File: config.mk
export PLATFORM = sky130hd
export DESIGN_NAME = cfg_lock_reg
export DESIGN_NICKNAME = d
export VERILOG_FILES = /design/src/rtl/cfg_lock_pkg.sv /design/src/rtl/cfg_lock_seq.sv /design/src/rtl/cfg_lock_bits.sv /design/src/rtl/cfg_lock_bank.sv /design/src/rtl/cfg_lock_reg.sv
export SDC_FILE = /design/constraint.sdc
export NUM_CORES = 1
export LEC_CHECK = 0
export BUFFER_PORTS_ARGS = -buffer_cell sky130_fd_sc_hd__buf_4
export CAP_MARGIN = 20
export CORE_AREA = 2 2 99 101
export CTS_BUF_LIST = sky130_fd_sc_hd__clkbuf_2 sky130_fd_sc_hd__clkbuf_4 sky130_fd_sc_hd__clkbuf_8
export DETAILED_ROUTE_END_ITERATION = 10
export DIE_AREA = 0 0 101 103
export PLACE_DENSITY = 0.78
export SLEW_MARGIN = 20
export SYNTH_ARGS = -nofsm -noshare
export SYNTH_HDL_FRONTEND = slang
export SYNTH_SLANG_ARGS = --single-unit
export TNS_END_PERCENT = 30
File: constraint.sdc
create_clock -name clk -period 1.6 [get_ports clk]
set_clock_uncertainty 0.15 [all_clocks]
set_input_delay 0.16 -clock clk [delete_from_list [all_inputs] [get_ports clk]]
set_output_delay 0.16 -clock clk [all_outputs]
set_load 0.05 [all_outputs]
File: src/rtl/cfg_lock_pkg.sv
package cfg_lock_pkg;
   typedef enum logic [1:0] {
      SEQ_IDLE  = 2'd0,
      SEQ_ONE   = 2'd1,
      SEQ_ZERO  = 2'd2,
      SEQ_ARMED = 2'd3
   } seq_state_e;
endpackage

File: src/rtl/cfg_lock_seq.sv
module cfg_lock_seq
   import cfg_lock_pkg::*;
(
   input  logic clk,
   input  logic rst_n,
   input  logic wr_en,
   input  logic rd_en,
   input  logic wr_key,
   input  logic pat_match,
   output logic key_q
);
   seq_state_e state_q, state_d;
   logic       key_set;

   always_comb begin
      state_d = state_q;
      key_set = 1'b0;
      if (!key_q) begin
         if (wr_en && rd_en) begin
            state_d = SEQ_IDLE;
         end else if (wr_en) begin
            case (state_q)
               SEQ_IDLE: state_d = wr_key ? SEQ_ONE : SEQ_IDLE;
               SEQ_ONE:  state_d = (!wr_key && pat_match) ? SEQ_ZERO : SEQ_IDLE;
               SEQ_ZERO: state_d = (wr_key && pat_match) ? SEQ_ARMED : SEQ_IDLE;
               default:  state_d = SEQ_IDLE;
            endcase
         end else if (rd_en) begin
            key_set = (state_q == SEQ_ARMED);
            state_d = SEQ_IDLE;
         end
      end
   end

   always_ff @(posedge clk or negedge rst_n) begin
      if (!rst_n) begin
         state_q <= SEQ_IDLE;
         key_q   <= 1'b0;
      end else begin
         state_q <= state_d;
         key_q   <= key_q | key_set;
      end
   end
endmodule

File: src/rtl/cfg_lock_bits.sv
module cfg_lock_bits #(
   parameter int N_PINS = 16
) (
   input  logic              clk,
   input  logic              rst_n,
   input  logic              wr_en,
   input  logic              rd_en,
   input  logic [N_PINS-1:0] wr_lock,
   input  logic              key_q,
   output logic              pat_match,
   output logic [N_PINS:0]   rdata,
   output logic [N_PINS-1:0] lock_mask
);
   logic [N_PINS-1:0] lock_q;

   assign pat_match = (wr_lock == lock_q);
   assign lock_mask = key_q ? lock_q : '0;

   always_ff @(posedge clk or negedge rst_n) begin
      if (!rst_n) begin
         lock_q <= '0;
         rdata  <= '0;
      end else begin
         if (wr_en && !key_q) lock_q <= wr_lock;
         if (rd_en)           rdata  <= {key_q, lock_q};
      end
   end
endmodule

File: src/rtl/cfg_lock_bank.sv
module cfg_lock_bank #(
   parameter int          N_PINS  = 16,
   parameter int          CFG_W   = 4,
   parameter logic [31:0] CFG_RST = '0
) (
   input  logic                    clk,
   input  logic                    rst_n,
   input  logic [N_PINS-1:0]       lock_mask,
   input  logic [N_PINS-1:0]       cfg_we,
   input  logic [N_PINS*CFG_W-1:0] cfg_wdata,
   output logic [N_PINS*CFG_W-1:0] cfg_q
);
   localparam logic [CFG_W-1:0] FIELD_RST = CFG_RST[CFG_W-1:0];

   for (genvar i = 0; i < N_PINS; i++) begin : g_pin
      logic [CFG_W-1:0] field_q;
      logic             wr_ok;
      assign wr_ok = cfg_we[i] && !lock_mask[i];
      always_ff @(posedge clk or negedge rst_n) begin
         if (!rst_n)     field_q <= FIELD_RST;
         else if (wr_ok) field_q <= cfg_wdata[i*CFG_W +: CFG_W];
      end
      assign cfg_q[i*CFG_W +: CFG_W] = field_q;
   end
endmodule

File: src/rtl/cfg_lock_reg.sv
module cfg_lock_reg #(
   parameter int N_PINS = 16,
   parameter int CFG_W  = 4
) (
   input  logic                    clk,
   input  logic                    rst_n,
   input  logic                    wr_en,
   input  logic                    rd_en,
   input  logic [N_PINS:0]         wdata,
   output logic [N_PINS:0]         rdata,
   output logic                    key_active,
   output logic [N_PINS-1:0]       lock_mask,
   input  logic [N_PINS-1:0]       cfg_we,
   input  logic [N_PINS*CFG_W-1:0] cfg_wdata,
   output logic [N_PINS*CFG_W-1:0] cfg_q
);
   localparam int KEY_BIT = N_PINS;

   if (N_PINS < 1 || N_PINS > 31) begin : g_bad_pins
      $error("cfg_lock_reg: N_PINS must lie in 1..31");
   end
   if (CFG_W < 1 || CFG_W > 32) begin : g_bad_width
      $error("cfg_lock_reg: CFG_W must lie in 1..32");
   end

   logic pat_match;
   logic key_q;

   cfg_lock_seq u_seq (
      .clk       (clk),
      .rst_n     (rst_n),
      .wr_en     (wr_en),
      .rd_en     (rd_en),
      .wr_key    (wdata[KEY_BIT]),
      .pat_match (pat_match),
      .key_q     (key_q)
   );

   cfg_lock_bits #(.N_PINS(N_PINS)) u_bits (
      .clk       (clk),
      .rst_n     (rst_n),
      .wr_en     (wr_en),
      .rd_en     (rd_en),
      .wr_lock   (wdata[N_PINS-1:0]),
      .key_q     (key_q),
      .pat_match (pat_match),
      .rdata     (rdata),
      .lock_mask (lock_mask)
   );

   cfg_lock_bank #(.N_PINS(N_PINS), .CFG_W(CFG_W)) u_bank (
      .clk       (clk),
      .rst_n     (rst_n),
      .lock_mask (lock_mask),
      .cfg_we    (cfg_we),
      .cfg_wdata (cfg_wdata),
      .cfg_q     (cfg_q)
   );

   assign key_active = key_q;
endmodule

Word level (Yosys, flattened, before mapping)
Cells that the tools add are included.
Word-level totals
  flip-flop bits (word level): 100
  bits of input ports: 101
  output and inout bits: 98
  logic and storage cells: 79
Operators by class
  equality and inequality tests: 4
  muxes and demuxes: 12
  bitwise gates (word level): 2
  reduce and logical (&&, ||, !) cells: 41
Operators with widths (number)
  1-bit logical AND: 20
  1-bit zero test: 18
  16-bit equality test: 1
  16-bit 2-to-1 mux: 1
  2-bit 2-to-1 mux: 5
  2-bit case mux with 3 select lines: 1
  1-bit 2-to-1 mux: 5
  2-bit equality test (second input constant): 2
  3-bit nonzero test: 1
  2-bit by 1-bit equality test with 1-bit output (second input constant): 1
  2-bit zero test: 1
  2-bit AND reduction: 1
  1-bit NOT: 1
  1-bit OR: 1

Longest topological paths before layout
Gate-level depths: netlist of run 1.
  word-level depth: 6
  depth in mapped cells: 6
  mapped depth without buffers: 4

Hierarchy
Synthesis of run 1 repeated with hierarchy kept, for this count alone.
Unflattened totals
  cell total of the unflattened synthesis: 270
  area, all modules: 4515.6 um2
By module, submodules not included
  cfg_lock_bank: instances 1, cells an instance 144, area an instance 2782.7 um2, sequential area each 1601.5 um2
  cfg_lock_bits: instances 1, cells an instance 109, area an instance 1567.8 um2, sequential area each 825.8 um2
  cfg_lock_seq: instances 1, cells an instance 17, area an instance 165.2 um2, sequential area each 75.1 um2

Worst setup path after synthesis of run 1
Ideal clock, no wire load.
  path type: register -> register
  start point: register u_seq.key_q
  end point: register u_bank.g_pin[0].field_q[0]
  arrival time: 1.761 ns
  data required time: 1.325 ns
  slack: -0.436 ns
  cell stages (with the launch flop): 5
  buffers on the path: 1
  period minus slack after synthesis: 2.036 ns
  cell sequence: dfrtp_1 clkbuf_1 and2_1 nor2b_2 mux2_2
On the way
  word-level cells in the longest chain between the ends: 3
Ends and longest elaborated chain
  start: declaration: RTL line cfg_lock_seq.sv:10  | output logic key_q
  start signal: assignment: RTL line cfg_lock_seq.sv:41  | key_q <= key_q | key_set;
  16-bit 2-to-1 mux: RTL line cfg_lock_bits.sv:17  | assign lock_mask = key_q ? lock_q : '0;
  via lock_mask[0]: RTL line cfg_lock_reg.sv:12  | output logic [N_PINS-1:0] lock_mask,
  1-bit zero test: RTL line cfg_lock_bank.sv:18  | assign wr_ok = cfg_we[i] && !lock_mask[i];
  1-bit logical AND: RTL line cfg_lock_bank.sv:18
  end signal: assignment: RTL line cfg_lock_bank.sv:21  | else if (wr_ok) field_q <= cfg_wdata[i*CFG_W +: CFG_W];
  end: declaration: RTL line cfg_lock_bank.sv:16  | logic [CFG_W-1:0] field_q;
The timed path passes the listed nets, and every way through them passes these cells.
A chain may end at the register's enable or synchronous reset.

Worst setup path in the final report of run 1
  start point: register u_bits.lock_q[3]
  end point: register u_seq.state_q[1]
On the way
  word-level cells in the longest chain between the ends: 6
  elaborated cells between the ends (all ways): 8
Ends and longest elaborated chain
  start: declaration: RTL line cfg_lock_bits.sv:14  | logic [N_PINS-1:0] lock_q;
  start signal: assignment: RTL line cfg_lock_bits.sv:24  | if (wr_en && !key_q) lock_q <= wr_lock;
  16-bit equality test *: RTL line cfg_lock_bits.sv:16  | assign pat_match = (wr_lock == lock_q);
  1-bit logical AND (on tied branches): RTL line cfg_lock_seq.sv:25, cfg_lock_seq.sv:24
  2-bit 2-to-1 mux (on tied branches): RTL line cfg_lock_seq.sv:25, cfg_lock_seq.sv:24
  2-bit case mux with 3 select lines *: RTL line cfg_lock_seq.sv:22  | case (state_q)
  2-bit 2-to-1 mux *: RTL line cfg_lock_seq.sv:21  | end else if (wr_en) begin
  2-bit 2-to-1 mux *: RTL line cfg_lock_seq.sv:19  | if (wr_en && rd_en) begin
  end signal: assignment: RTL line cfg_lock_seq.sv:40  | state_q <= state_d;
  end: declaration: RTL line cfg_lock_seq.sv:12  | seq_state_e state_q, state_d;
Every way passes the cells marked *; elsewhere a longest branch is shown, timed or not.

==> results of run 1 <==
## worst max-delay path, cell delays in order (launching register included)
cell and delay (ns):
dfrtp_1 0.41, xor2_1 0.17, nor4_2 0.34, nand4_1 0.19, o41ai_2 0.25
## routing by layer
layer	up-vias	wire length, um
met5	-	0
met4	0	211
met3	19	671
met2	119	6410
met1	1697	4320
li1	1628	-
## layout make-up
type	instances	area [sq um]	area share, %
repair buffers	298	2570	35.8
flip-flops and latches	100	2500	34.9
multi-input cells	194	1750	24.4
well taps	114	143	1.99
clock buffers	11	139	1.94
clock inverters	5	61.3	0.856
inverters	1	3.75	0.0524
## power groups by stage
stage	Combinational, mW	Clock (mW)	Sequential, mW
final	2.07	1.64	2.94
after global routing	2.17	1.79	2.97
after CTS	2.07	1.69	2.93
after detailed placement	1.90	0	2.98
after global placement	1.87	0	2.96
after floorplan	0.381	0	3.74
## worst paths after layout
path | startpoint | end | slack (ns) | cells after the start
hold / removal | wr_en | u_seq.key_q$_DFF_PN0_ | 0.02 | 3
setup / recovery | u_bits.lock_q[3]$_DFFE_PN0P_ | u_seq.state_q[1]$_DFFE_PN0P_ | -0.009 | 4
setup reg to reg | u_bits.lock_q[3]$_DFFE_PN0P_ | u_seq.state_q[1]$_DFFE_PN0P_ | -0.009 | 4
min in group asynchronous | rst_n | u_bank.g_pin[4].field_q[1]$_DFFE_PN0P_ | 0.07 | 2
hold reg to reg | u_bank.g_pin[11].field_q[1]$_DFFE_PN0P_ | u_bank.g_pin[11].field_q[1]$_DFFE_PN0P_ | 0.36 | 1
max in group asynchronous | rst_n | u_seq.key_q$_DFF_PN0_ | 0.68 | 3
## state kept, by name, summed over array words and instances (netlist names)
| signal | cells |
|---|---|
| u_bank.g_pin.field_q | 64 |
| u_bits.rdata | 17 |
| u_bits.lock_q | 16 |
| u_seq.state_q | 2 |
| u_seq.key_q | 1 |
## layout by cell type, fill, tap and decap left out, types with 2 or more instances in the layout
cell,instances
nor2b_4,15
clkbuf_8,9
nor2b_1,2
dlygate4sd3_1,81
mux2_4,4
and2_4,15
buf_4,199
nand2_1,49
buf_8,11
buf_6,5
dfrtp_1,99
buf_12,2
clkinv_4,2
nor4_2,4
mux2_2,77
xor2_1,16
clkbuf_4,2
## repair_timing
action	4_1_cts	5_1_grt
hold buffers	81	0
setup buffers	1	1
gates cloned	0	0
endpoints found under the setup margin	14	24
endpoints found under the hold margin	180	0
pin swaps	4	0
resized for setup	18	13
## through the flow
| stage | std cells | util (%) | cell area [sq um] | setup WS, ns |
|---|---|---|---|---|
| finish | 723 | 75.7 | 7160 | -0.00866 |
| global route | 723 | 75.7 | 7160 | -0.0804 |
| CTS | 722 | 75.1 | 7110 | -0.0385 |
| detailed placement | 624 | 63.7 | 6020 | -0.109 |
| global placement | 624 | 63.7 | 6020 | -0.0349 |
| floorplan | 303 | - | 4290 | -0.0639 |
## cell families after synthesis
family,share of synthesized area [%]
flops,60.2
simple gates,12.3
mux,21.9
xor+xnor,3.37
buf+inv,0.932
compound gates,1.26
==> flow_summary_export.csv, run 1 <==
group,metric,value,unit
logic_synthesis,syn_nets,404,
outcome,status,"complete, but fails checks",
pwr,power_switching_share,33.5,%
hold_path,hold_class,"input port to flip-flop",
critical_path,required,1.70,ns
pwr,p_per_area,928,nW/um^2
detailed_routing,first_pass_iters,4,
die,fp.coreArea,9460,sq um
global_routing,busiest_layer,"met2",
detailed_routing,wl_per_cell,16.1,um
logic_synthesis,synth_most_common_cell,"dfrtp_1",
pwr,p_seq_share,44.2,%
die,die_area,10400,sq um
timing,tightest_slew,0.308,ns
finish,nFillCells,606,
finish,areaGrowthSynthToFinish,72.3,%
die,placementRows,36,
timing,setup_tns,-0.0243,ns
global_routing,antenna_found_initial,0,
logic_synthesis,synth_area_leader_cell,"dfrtp_1",
timing,maxSlewHeadroom,79.5,%
die,start_util,44.0,%
pwr,power_frac_comb,31.2,%
logic_synthesis,synth_area_leaders,"dfrtp_1 (60%), mux2_2 (22%), nand2_1 (4.4%)",
finish,drive_gt1_share,57.8,%
logic_synthesis,synth_common_cells,"dfrtp_1 (100), mux2_2 (81), nand2_1 (49), xor2_1 (16)",
critical_path,crit_path_end_kind,"flip-flop",
timing,setup_ws,-0.00866,ns
detailed_routing,vias,3463,
logic_synthesis,postSynthCellCount,303,
timing,setup_violations,5,
clock_network,cts_tree,"built",
detailed_routing,drcViolationCount,0,
die,die-width,101,um
pwr,power.switching,2.23,mW
logic_synthesis,synthArstFlopShare,100,%
clock_network,clk_latency,0.35,ns
clock_network,cts_root_buf,"clkbuf_8",
clock_network,cts_buffers,9,
critical_path,critPathLaunchType,"flip-flop",
logic_synthesis,synth_seq_cells,100,
logic_synthesis,synth_enable_flop_cells,0,
die,die_y,103,um
pwr,p_int,4.42,mW
detailed_routing,drt_iter0_markers,71,
global_routing,use_met1,24.3,%
global_routing,grt_pass1_vias,3682,
logic_synthesis,avgSynthCellArea,13.7,sq um
detailed_routing,drtAntennaViolNets,0,
clock_network,clk_pin_slew,0.10,ns
run,cap_violations,0,
logic_synthesis,yosysWarnings,0,
detailed_routing,viasPerCell,4.79,
global_routing,grt_usage,21.9,%
logic_synthesis,synth-seq-area-share,60.2,%
placed_design,dp_hpwl,7.54,mm
global_routing,globalRouteOverflowTotal,0,
global_routing,grt_start_max_net_pins,46,
global_routing,use_met3,4.88,%
critical_path,critPathArrivalTime,1.71,ns
critical_path,worstSetupPathType,"flip-flop to flip-flop",
timing,hold_ws,0.0201,ns
pwr,power,6.65,mW
detailed_routing,wl,11.6,mm
clock_network,cts_sinks,100,
global_routing,use_met2,41.0,%
clock_network,htree_levels,3,
finish,diodes,0,
timing,slew_violations,0,
timing,timing.fmax,622,MHz
pwr,p_leak,3.54,nW
timing,finalHoldViolations,0,
clock_network,cts_buffer_depth,2,
global_routing,grt_pass1_wl,17.7,mm
pwr,pwr-share-clk,24.6,%
die,pin_count,199,
pwr,peakVddDrop,0.000434,V
logic_synthesis,synth_ff_type,"dfrtp_1",
logic_synthesis,synth_top_area_share,60.2,%
logic_synthesis,syn-cell-area,4160,sq um
finish,layout.nets,705,
timing,finalCriticalPeriod,1.61,ns
timing,finalCritPeriodShare,101,%
logic_synthesis,synth_cell_types,22,
outcome,violations,"negative setup slack",
critical_path,worst-path-max-fanout,2,
timing,rsz0062_at_grt,"true",
placed_design,portBuffers,198,
placed_design,place.gp.congestion,0.764,
(Power assumes the default switching activity.)
==> run 2: changes to the inputs <==
==> constraint.sdc (replaced) <==
create_clock -name clk -period 2 [get_ports clk]
set_clock_uncertainty 0.15 [all_clocks]
set_input_delay 0.2 -clock clk [delete_from_list [all_inputs] [get_ports clk]]
set_output_delay 0.2 -clock clk [all_outputs]
set_load 0.05 [all_outputs]
==> run 2 against run 1 <==
The run now ends clean; count of clock-buffer cells in the layout is the same; hold slack better by 0.027 ns; die area is the same.
==> flow_summary_export.csv, run 2 (same netlist as run 1, synthesis figures left out) <==
group,metric,value,unit
global_routing,globalRouteOverflowTotal,0,
finish,top_regs,"u_bank.g_pin.field_q (64), u_bits.rdata (17), u_bits.lock_q (16)",
finish,final_common_cell,"buf_4",
die,die_area,10400,sq um
critical_path,r2r_slack,0.29,ns
placed_design,dp_cells,612,
placed_design,place.gp.congestion,0.795,
critical_path,required,1.65,ns
critical_path,rr_startpoint,"u_bits.lock_q[5]$_DFFE_PN0P_",
placed_design,dp_hpwl,7.21,mm
timing,finalCritPeriodShare,87.9,%
clock_network,cts_tree,"built",
placed_design,portBuffers,198,
finish,drive_gt1_share,54.8,%
die,pin_count,199,
die,die-width,101,um
timing,rsz0062_at_grt,"false",
finish,final_cell_mix,"buf_4 (201), dfrtp_1 (99), mux2_2 (81), dlygate4sd3_1 (81), nand2_1 (49)",
detailed_routing,drcViolationCount,0,
detailed_routing,wl,10.9,mm
clock_network,htree_levels,3,
timing,maxSlewHeadroom,68.9,%
global_routing,grt_pass1_vias,3514,
pwr,peakVddDrop,0.000363,V
die,die_y,103,um
outcome,status,"complete, no violations",
hold_path,min_to,"u_seq.key_q$_DFF_PN0_",
finish,regMostFlops,"u_bank.g_pin.field_q",
clock_network,cts_sinks,100,
clock_network,cts_root_buf,"clkbuf_8",
clock_network,clk_latency,0.36,ns
pwr,power,5.13,mW
placed_design,place_ws,0.186,ns
finish,final_cells,709,
critical_path,worst-path-max-fanout,22,
finish,areaGrowthSynthToFinish,63.7,%
hold_path,whs_path_depth,3,
detailed_routing,viasPerCell,4.74,
critical_path,critPathArrivalTime,1.41,ns
timing,tightest_slew,0.466,ns
clock_network,cts_buffer_depth,2,
finish,nFillCells,654,
finish,diodes,0,
critical_path,critPathLaunchType,"flip-flop",
timing,timing.fmax,569,MHz
finish,largest_register_ffs,64,
die,fp.coreArea,9460,sq um
die,start_util,44.0,%
hold_path,hold_class,"input port to flip-flop",
critical_path,reg2reg_to,"u_seq.state_q[1]$_DFFE_PN0P_",
hold_path,min-delay-start,"wr_en",
detailed_routing,drt_iter0_markers,55,
timing,slew_violations,0,
critical_path,crit_path_end_kind,"output port",
global_routing,grt_usage,20.6,%
finish,multi_input_area,1620,sq um
timing,finalHoldViolations,0,
detailed_routing,drtAntennaViolNets,0,
timing,finalCriticalPeriod,1.76,ns
global_routing,grt_pass1_wl,16.5,mm
clock_network,cts_buffers,9,
global_routing,grt_start_max_net_pins,37,
finish,layout.nets,691,
timing,setup_ws,0.242,ns
run,cap_violations,0,
critical_path,r2r_cells,4,
die,placementRows,36,
detailed_routing,wl_per_cell,15.3,um
detailed_routing,first_pass_iters,4,
finish,final_util,72.0,%
critical_path,worstSetupPathType,"flip-flop to output port",
pwr,p_leak,3.32,nW
timing,setup_tns,0,ns
detailed_routing,vias,3362,
global_routing,antenna_found_initial,0,
timing,setup_violations,0,
pwr,p_per_area,754,nW/um^2
clock_network,clk_pin_slew,0.09,ns
finish,register_area,2500,sq um
==> run 2: cell types whose count changed in the layout (fill, tap and decap cells not counted), sizes merged <==
| cell | before | now |
|---|---|---|
| buf | 217 | 203 |
| bufinv | 1 | 0 |
| clkinv | 3 | 1 |
| clkinvlp | 0 | 3 |
==> run 2: repair_timing <==
action                                  CTS  global route
setup buffers                             0             0
gates resized for setup                   0             1
hold endpoints to repair                112             0
hold buffers                             81             0
endpoints found under the setup margin    0            16
==> run 2: layout make-up <==
| class | instances | share of cell area (%) |
|---|---|---|
| Timing Repair Buffer | 284 | 34.7 |
| Clock buffer | 11 | 2.04 |
| Sequential cell | 100 | 36.8 |
| Inverter | 1 | 0.0551 |
| Clock inverter | 5 | 0.533 |
| Multi-Input combinational cell | 194 | 23.8 |
| Tap cell | 114 | 2.10 |
==> run 2: critical path: stages (launching register included) <==
cell     delay, ns
dfrtp_2       0.58
and2_1        0.25
buf_4         0.22
==> run 2: routing by layer <==
metal / GRT usage, % / vias up / part of all wire, %
met5: 0 / - / 0
met4: 8.94 / 0 / 2.4
met3: 5.29 / 27 / 6.3
met2: 36.4 / 126 / 52
met1: 24.0 / 1615 / 39
li1: - / 1594 / -
==> run 2: worst max-delay path by stage <==
| stage | cells after the start | to | start |
|---|---|---|---|
| floorplan | 4 | u_bank.g_pin[13].field_q[0]$_DFFE_PN0P_ | u_seq.key_q$_DFF_PN0_ |
| global placement | 3 | u_bank.g_pin[15].field_q[3]$_DFFE_PN0P_ | u_seq.key_q$_DFF_PN0_ |
| detailed placement | 3 | u_bank.g_pin[15].field_q[0]$_DFFE_PN0P_ | u_seq.key_q$_DFF_PN0_ |
| CTS | 2 | lock_mask[9] | u_seq.key_q$_DFF_PN0_ |
| global route | 2 | lock_mask[3] | u_seq.key_q$_DFF_PN0_ |
| finish | 2 | lock_mask[9] | u_seq.key_q$_DFF_PN0_ |
==> run 2: where the power goes <==
group / leakage (nW) / switching (mW) / internal (mW) / total [mW]
Sequential: 1.19 / 0.131 / 2.22 / 2.35
Clock: 0.0828 / 0.697 / 0.483 / 1.18
Combinational: 2.04 / 0.939 / 0.659 / 1.60
Total: 3.32 / 1.77 / 3.37 / 5.13
==> run 2: through the flow <==
step	hold slack, ns	cell area (sq um)
after floorplan	-0.246	4160
after global placement	0.0315	5820
after detailed placement	0.0314	5820
after CTS	0.0432	6810
after global routing	0.0414	6810
final	0.0467	6810
